### src/rtl/conv_ctrl_pkg.sv
package conv_ctrl_pkg;

   typedef enum logic {
      SEQ_IDLE = 1'b0,
      SEQ_CONV = 1'b1
   } seq_state_e;

   typedef struct packed {
      logic hi;
      logic lo;
      logic any;
   } therm_t;

endpackage

### src/rtl/ccs_sync.sv
module ccs_sync #(
   parameter int   STAGES  = 2,
   parameter logic RST_VAL = 1'b0
) (
   input  logic clk,
   input  logic rst_n,
   input  logic d_i,
   output logic q_o
);

   if (STAGES < 2) begin : g_bad_stages
      $error("ccs_sync: STAGES must be at least 2");
   end

   logic [STAGES-1:0] chain_q;

   for (genvar s = 0; s < STAGES; s++) begin : g_stage
      if (s == 0) begin : g_first
         always_ff @(posedge clk or negedge rst_n) begin
            if (!rst_n) chain_q[s] <= RST_VAL;
            else        chain_q[s] <= d_i;
         end
      end else begin : g_next
         always_ff @(posedge clk or negedge rst_n) begin
            if (!rst_n) chain_q[s] <= RST_VAL;
            else        chain_q[s] <= chain_q[s-1];
         end
      end
   end

   assign q_o = chain_q[STAGES-1];

endmodule

### src/rtl/ccs_pulse_timer.sv
module ccs_pulse_timer #(
   parameter int LONG_CYC = 1_000_000
) (
   input  logic clk,
   input  logic rst_n,
   input  logic en_i,
   input  logic pin_s_i,
   output logic fall_o,
   output logic long_o
);

   localparam int CW = $clog2(LONG_CYC + 1);
   localparam logic [CW-1:0] LIMIT = CW'(LONG_CYC);

   if (LONG_CYC < 2) begin : g_bad_long
      $error("ccs_pulse_timer: LONG_CYC must be at least 2");
   end

   logic          pin_q;
   logic [CW-1:0] cnt_q;

   always_ff @(posedge clk or negedge rst_n) begin
      if (!rst_n) pin_q <= 1'b1;
      else        pin_q <= pin_s_i;
   end

   always_ff @(posedge clk or negedge rst_n) begin
      if (!rst_n)                 cnt_q <= '0;
      else if (!en_i || pin_s_i)  cnt_q <= '0;
      else if (cnt_q != LIMIT)    cnt_q <= cnt_q + 1'b1;
   end

   assign fall_o = en_i & pin_q & ~pin_s_i;
   assign long_o = en_i & ~pin_s_i & (cnt_q == LIMIT);

   p_cnt_clear_r8: assert property (@(posedge clk) disable iff (!rst_n)
      !en_i |=> (cnt_q == '0))
      else $error("pulse timer kept counting with pin path disabled");

   p_cnt_sat_r6: assert property (@(posedge clk) disable iff (!rst_n)
      (cnt_q == LIMIT) && en_i && !pin_s_i |=> (cnt_q == LIMIT))
      else $error("pulse timer left saturation while pin held low");

endmodule

### src/rtl/ccs_sequencer.sv
module ccs_sequencer
   import conv_ctrl_pkg::*;
(
   input  logic clk,
   input  logic rst_n,
   input  logic single_mode_i,
   input  logic start_cmd_i,
   input  logic pin_fall_i,
   input  logic pin_long_i,
   input  logic conv_done_i,
   output logic start_o,
   output logic busy_o
);

   seq_state_e state_q, state_d;
   logic       start_q, start_d;
   logic       launch_c, again_c;

   always_comb begin
      launch_c = ~single_mode_i | start_cmd_i | pin_fall_i | pin_long_i;
      again_c  = ~single_mode_i | pin_long_i;
      state_d  = state_q;
      start_d  = 1'b0;
      unique case (state_q)
         SEQ_IDLE: begin
            if (launch_c) begin
               state_d = SEQ_CONV;
               start_d = 1'b1;
            end
         end
         SEQ_CONV: begin
            if (conv_done_i) begin
               if (again_c) start_d = 1'b1;
               else         state_d = SEQ_IDLE;
            end
         end
         default: state_d = SEQ_IDLE;
      endcase
   end

   always_ff @(posedge clk or negedge rst_n) begin
      if (!rst_n) begin
         state_q <= SEQ_IDLE;
         start_q <= 1'b0;
      end else begin
         state_q <= state_d;
         start_q <= start_d;
      end
   end

   assign start_o = start_q;
   assign busy_o  = (state_q == SEQ_CONV);

   p_start_busy_r10: assert property (@(posedge clk) disable iff (!rst_n)
      start_o |-> busy_o)
      else $error("start issued without busy");

   p_rose_busy_r10: assert property (@(posedge clk) disable iff (!rst_n)
      $rose(busy_o) |-> start_o)
      else $error("busy rose without start");

   p_drop_busy_r3: assert property (@(posedge clk) disable iff (!rst_n)
      busy_o && !conv_done_i |=> !start_o)
      else $error("restart during running conversion");

   p_cont_next_r4: assert property (@(posedge clk) disable iff (!rst_n)
      busy_o && conv_done_i && !single_mode_i |=> start_o && busy_o)
      else $error("continuous mode missed back-to-back start");

   p_pin_repeat_r6: assert property (@(posedge clk) disable iff (!rst_n)
      busy_o && conv_done_i && pin_long_i |=> start_o)
      else $error("sustained pin low missed back-to-back start");

endmodule

### src/rtl/ccs_therm_hold.sv
module ccs_therm_hold
   import conv_ctrl_pkg::*;
#(
   parameter bit ANY_REG = 1'b1
) (
   input  logic   clk,
   input  logic   rst_n,
   input  logic   capture_i,
   input  logic   hi_i,
   input  logic   lo_i,
   output therm_t therm_o
);

   logic hi_q, lo_q, any_w;

   always_ff @(posedge clk or negedge rst_n) begin
      if (!rst_n) begin
         hi_q <= 1'b0;
         lo_q <= 1'b0;
      end else if (capture_i) begin
         hi_q <= hi_i;
         lo_q <= lo_i;
      end
   end

   if (ANY_REG) begin : g_any_reg
      logic any_q;
      always_ff @(posedge clk or negedge rst_n) begin
         if (!rst_n)         any_q <= 1'b0;
         else if (capture_i) any_q <= hi_i | lo_i;
      end
      assign any_w = any_q;
   end else begin : g_any_comb
      assign any_w = hi_q | lo_q;
   end

   assign therm_o = '{hi: hi_q, lo: lo_q, any: any_w};

   p_hold_r9: assert property (@(posedge clk) disable iff (!rst_n)
      !capture_i |=> $stable(therm_o))
      else $error("thermostat outputs moved without a captured strobe");

   p_cap_r9: assert property (@(posedge clk) disable iff (!rst_n)
      capture_i |=> (therm_o.hi == $past(hi_i)) && (therm_o.lo == $past(lo_i)))
      else $error("thermostat outputs did not load on strobe");

   p_any_or_r9: assert property (@(posedge clk) disable iff (!rst_n)
      therm_o.any == (therm_o.hi | therm_o.lo))
      else $error("combined thermostat output inconsistent");

endmodule

### src/rtl/conv_start_ctrl.sv
module conv_start_ctrl
   import conv_ctrl_pkg::*;
#(
   parameter int LONG_CYC    = 1_000_000,
   parameter int SYNC_STAGES = 2,
   parameter bit ANY_REG     = 1'b1
) (
   input  logic clk,
   input  logic rst_n,
   input  logic host_mode_i,
   input  logic single_mode_i,
   input  logic ser_sel_i,
   input  logic ctl_pin_i,
   input  logic start_cmd_i,
   input  logic conv_done_i,
   input  logic cmp_hi_i,
   input  logic cmp_lo_i,
   output logic start_o,
   output logic busy_o,
   output logic therm_hi_o,
   output logic therm_lo_o,
   output logic therm_any_o
);

   logic   pin_s, sel_s, pin_en;
   logic   pin_fall, pin_long;
   therm_t therm;

   ccs_sync #(.STAGES(SYNC_STAGES), .RST_VAL(1'b1)) u_pin_sync (
      .clk(clk), .rst_n(rst_n), .d_i(ctl_pin_i), .q_o(pin_s)
   );

   ccs_sync #(.STAGES(SYNC_STAGES), .RST_VAL(1'b0)) u_sel_sync (
      .clk(clk), .rst_n(rst_n), .d_i(ser_sel_i), .q_o(sel_s)
   );

   assign pin_en = ~host_mode_i & ~sel_s;

   ccs_pulse_timer #(.LONG_CYC(LONG_CYC)) u_timer (
      .clk(clk), .rst_n(rst_n), .en_i(pin_en), .pin_s_i(pin_s),
      .fall_o(pin_fall), .long_o(pin_long)
   );

   ccs_sequencer u_seq (
      .clk(clk), .rst_n(rst_n), .single_mode_i(single_mode_i),
      .start_cmd_i(start_cmd_i), .pin_fall_i(pin_fall), .pin_long_i(pin_long),
      .conv_done_i(conv_done_i), .start_o(start_o), .busy_o(busy_o)
   );

   ccs_therm_hold #(.ANY_REG(ANY_REG)) u_hold (
      .clk(clk), .rst_n(rst_n), .capture_i(busy_o & conv_done_i),
      .hi_i(cmp_hi_i), .lo_i(cmp_lo_i), .therm_o(therm)
   );

   assign therm_hi_o  = therm.hi;
   assign therm_lo_o  = therm.lo;
   assign therm_any_o = therm.any;

   p_blocked_r8: assert property (@(posedge clk) disable iff (!rst_n)
      host_mode_i && !busy_o && single_mode_i && !start_cmd_i |=> !start_o)
      else $error("pin started a conversion in host mode");

endmodule

### config.mk
export PLATFORM = sky130hd
export DESIGN_NAME = conv_start_ctrl
export DESIGN_NICKNAME = d
export VERILOG_FILES = /design/src/rtl/conv_ctrl_pkg.sv /design/src/rtl/ccs_sync.sv /design/src/rtl/ccs_pulse_timer.sv /design/src/rtl/ccs_sequencer.sv /design/src/rtl/ccs_therm_hold.sv /design/src/rtl/conv_start_ctrl.sv
export SDC_FILE = /design/constraint.sdc
export NUM_CORES = 1
export LEC_CHECK = 0
export ABC_AREA = 1
export BUFFER_PORTS_ARGS = -buffer_cell sky130_fd_sc_hd__buf_2
export CORE_MARGIN = 5
export CORE_UTILIZATION = 55
export DETAILED_ROUTE_END_ITERATION = 8
export PLACE_DENSITY = 0.75
export REMOVE_ABC_BUFFERS = 1
export SLEW_MARGIN = 20
export SYNTH_ARGS = -nofsm -noshare
export SYNTH_HDL_FRONTEND = slang
export SYNTH_SLANG_ARGS = --single-unit
### constraint.sdc
create_clock -name clk -period 1.53 [get_ports clk]
set_input_delay 0.2295 -clock clk [delete_from_list [all_inputs] [get_ports clk]]
set_output_delay 0.2295 -clock clk [all_outputs]
set_load 0.03 [all_outputs]
==> results.py <==
metrics = {
    "outcome": {
        "status": "finished clean",
    },
    "synth": {
        "yosysTopAreaCellShare": 0.435,
        "synth_warnings": 0,
        "synth_edf_count": 0,
        "syn_area_sq_um": 1550,
        "yosysTopAreaCell": "dfrtp_1",
        "syn_area_per_cell_sq_um": 7.77,
        "ys_seq_area_frac": 0.486,
        "synthFlopType": "dfrtp_1",
        "yosysUniqueCellTypes": 23,
        "synthCells": 200,
        "synthTopCellsByArea": "dfrtp_1 43%, nand2_1 12%, inv_1 7.0%",
        "ys_ff_latch": 30,
        "synthArstFlopShare": 1.00,
    },
    "final_layout": {
        "regArea_sq_um": 754,
        "fin_util": 0.663,
        "mostFrequentLayoutCell": "nand2_1",
        "drive_gt1_frac": 0.218,
        "largest_register_ffs": 20,
        "area_growth_pct": 16.7,
        "fin_area_sq_um": 1810,
        "antennaDiodeCount": 0,
        "max_flop_register": "u_timer.cnt_q",
        "mostFrequentLayoutCells": "47 x nand2_1, 27 x inv_1, 27 x dfrtp_1, 26 x nor2_1, 14 x buf_2",
        "finalNetCount": 240,
        "n_fill_cell": 234,
        "multiInputGateArea_sq_um": 711,
    },
    "route": {
        "first_iter_violations": 55,
        "ant_nets": 0,
        "num_vias": 1364,
        "routed_via_density": 5.25,
        "wire_per_inst_um": 13.4,
        "drcViolationCount": 0,
        "drt_first_pass_iters": 6,
        "routed_wl_um": 3490,
    },
    "die": {
        "core_area_sq_um": 2730,
        "die_area_sq_um": 3990,
        "die_x_um": 63.2,
        "io_pins": 15,
        "floorplan.die.height_um": 63.2,
        "rows": 19,
        "initial_core_util": 0.568,
    },
    "worst_setup_path": {
        "cp-end-kind": "register",
        "path_buf_inv": 1,
        "cp-endpoint": "u_timer.cnt_q[12]",
        "cp_max_fo": 4,
        "critical_path.reg2reg.startpoint": "u_timer.cnt_q[0]",
        "crit_required_ns": 1.80,
        "cp_data_arrival_time_ns": 1.71,
        "cp-startpoint": "u_timer.cnt_q[0]",
        "crit-reg2reg-capture": "u_timer.cnt_q[12]",
        "crit_slowest_cell": "dfrtp_1",
        "path_class": "reg -> reg",
        "cp.depth": 7,
        "crit_chain": "ha_1 -> nand2_1 -> nor2_4 -> buf_4 -> nand4_1 -> xor2_1 -> nor2_1",
        "critPathMaxStageDelay_ns": 0.42,
        "reg2reg_depth": 7,
        "start_kind": "register",
        "cpLargestDelayFamily": "simple AND/OR/NAND/NOR gates",
        "r2r_slack_ns": 0.09,
    },
    "timing": {
        "hold_viol": 0,
        "setup_violations": 0,
        "maxSlewHeadroom": 0.569,
        "period_minus_slack_ns": 1.44,
        "setup-tns-final_ns": 0,
        "whs_ns": 0.112,
        "post-route-period-util": 0.943,
        "worst_slack_ns": 0.0876,
        "max_freq_ghz": 0.693,
        "tightestPinTransition_ns": 0.646,
        "rsz0062_at_grt": "true",
        "worst_clock_skew_ns": 0.0146,
        "drv_slew": 0,
    },
    "place": {
        "dp_hpwl_um": 2530,
        "place_area_sq_um": 1670,
        "dp_slack_ns": 0.0929,
        "portBuffers": 14,
        "gp_congestion": 0.899,
    },
    "grt": {
        "grtUsageMet3": 0.0604,
        "use_met1": 0.228,
        "gr-usage-all-layers": 0.195,
        "gr-usage-met2": 0.328,
        "grt_start_max_net_pins": 31,
        "antenna_found_initial": 0,
        "first_global_vias": 1412,
        "grt_pass1_wl_um": 6080,
        "top_usage_layer": "met2",
        "grt_overflow": 0,
    },
    "cts": {
        "cts_sinks": 30,
        "cts_tree": "yes",
        "clock_latency_ns": 0.33,
        "cts_root_buf": "clkbuf_4",
        "cts_buffers": 5,
        "h-tree-depth": 2,
        "path_clk_slew_ns": 0.10,
        "clockBufferDepth": 2,
    },
    "pwr": {
        "leakagePower_nw": 0.851,
        "power_density_nw_per_um2": 763,
        "vdd_drop_max_v": 0.000945,
    },
    "run": {
        "cap_violations": 0,
    },
    "min_path": {
        "hp-class": "in -> reg",
    },
}
[final cells by class]
type                    instances  share of cell area
clock inverters                 2             0.00552
multi-input cells             138               0.392
well taps                      31              0.0214
clock buffers                   6              0.0228
repair buffers                 23              0.0801
inverters                      30              0.0621
flip-flops and latches         30               0.416
[power breakdown]
part	switching [mW]	internal, mW
Clock	0.254	0.174
Combinational	0.0849	0.0409
Sequential	0.0111	0.819
Total	0.350	1.03
[worst register-to-register path: stages, from the launching register on]
cell     delay, ns
dfrtp_1       0.42
ha_1          0.19
nand2_1       0.10
nor2_4        0.18
buf_4         0.14
nand4_1       0.10
xor2_1        0.16
nor2_1        0.10
[routing by layer]
layer,up-vias,wire [um]
li1,686,-
met1,644,1450
met2,29,1830
met3,5,158
met4,0,54
met5,-,0
[stage by stage]
stage	cells	power [mW]
6_report	260	1.38
2_1_floorplan	198	0.909
5_1_grt	260	1.46
3_3_place_gp	245	0.960
4_1_cts	255	1.40
3_5_place_dp	245	0.966
[cells by family after synthesis]
| kind of cell | count (synthesis) | share of synthesized area |
|---|---|---|
| flip-flops | 30 | 0.486 |
| AND/OR/NAND/NOR | 113 | 0.335 |
| buffers and inverters | 32 | 0.0789 |
| adder cells (fa/ha/maj) | 2 | 0.0161 |
| XOR/XNOR | 3 | 0.0169 |
| AO/OA/AOI/OAI | 20 | 0.0676 |
[cells in the mapped netlist, drive strengths merged (3+ instances only)]
cell   number
dfrtp      27
nor3        7
nand4       5
o21ai       9
nand2      51
nor2       33
dfstp       3
nand3      16
inv        30
a21oi       9
[repair_timing]
| action | in CTS | in global routing |
|---|---|---|
| endpoints found under the hold margin | 28 | 1 |
| hold buffers | 2 | 1 |
| endpoints found under the setup margin | 0 | 8 |
| buffers inserted | 0 | 4 |
| gates resized for setup | 0 | 10 |
[worst min path at each step]
stage | startpoint | depth (start not counted) | endpoint
6_report | cmp_lo_i | 3 | u_hold.lo_q
4_1_cts | ser_sel_i | 1 | u_sel_sync.chain_q[0]
3_3_place_gp | rst_n | 1 | u_timer.cnt_q[18]
5_1_grt | single_mode_i | 2 | u_seq.busy_o
2_1_floorplan | rst_n | 0 | u_hold.any_w
3_5_place_dp | rst_n | 1 | u_timer.cnt_q[17]
(Power assumes the default switching activity.)
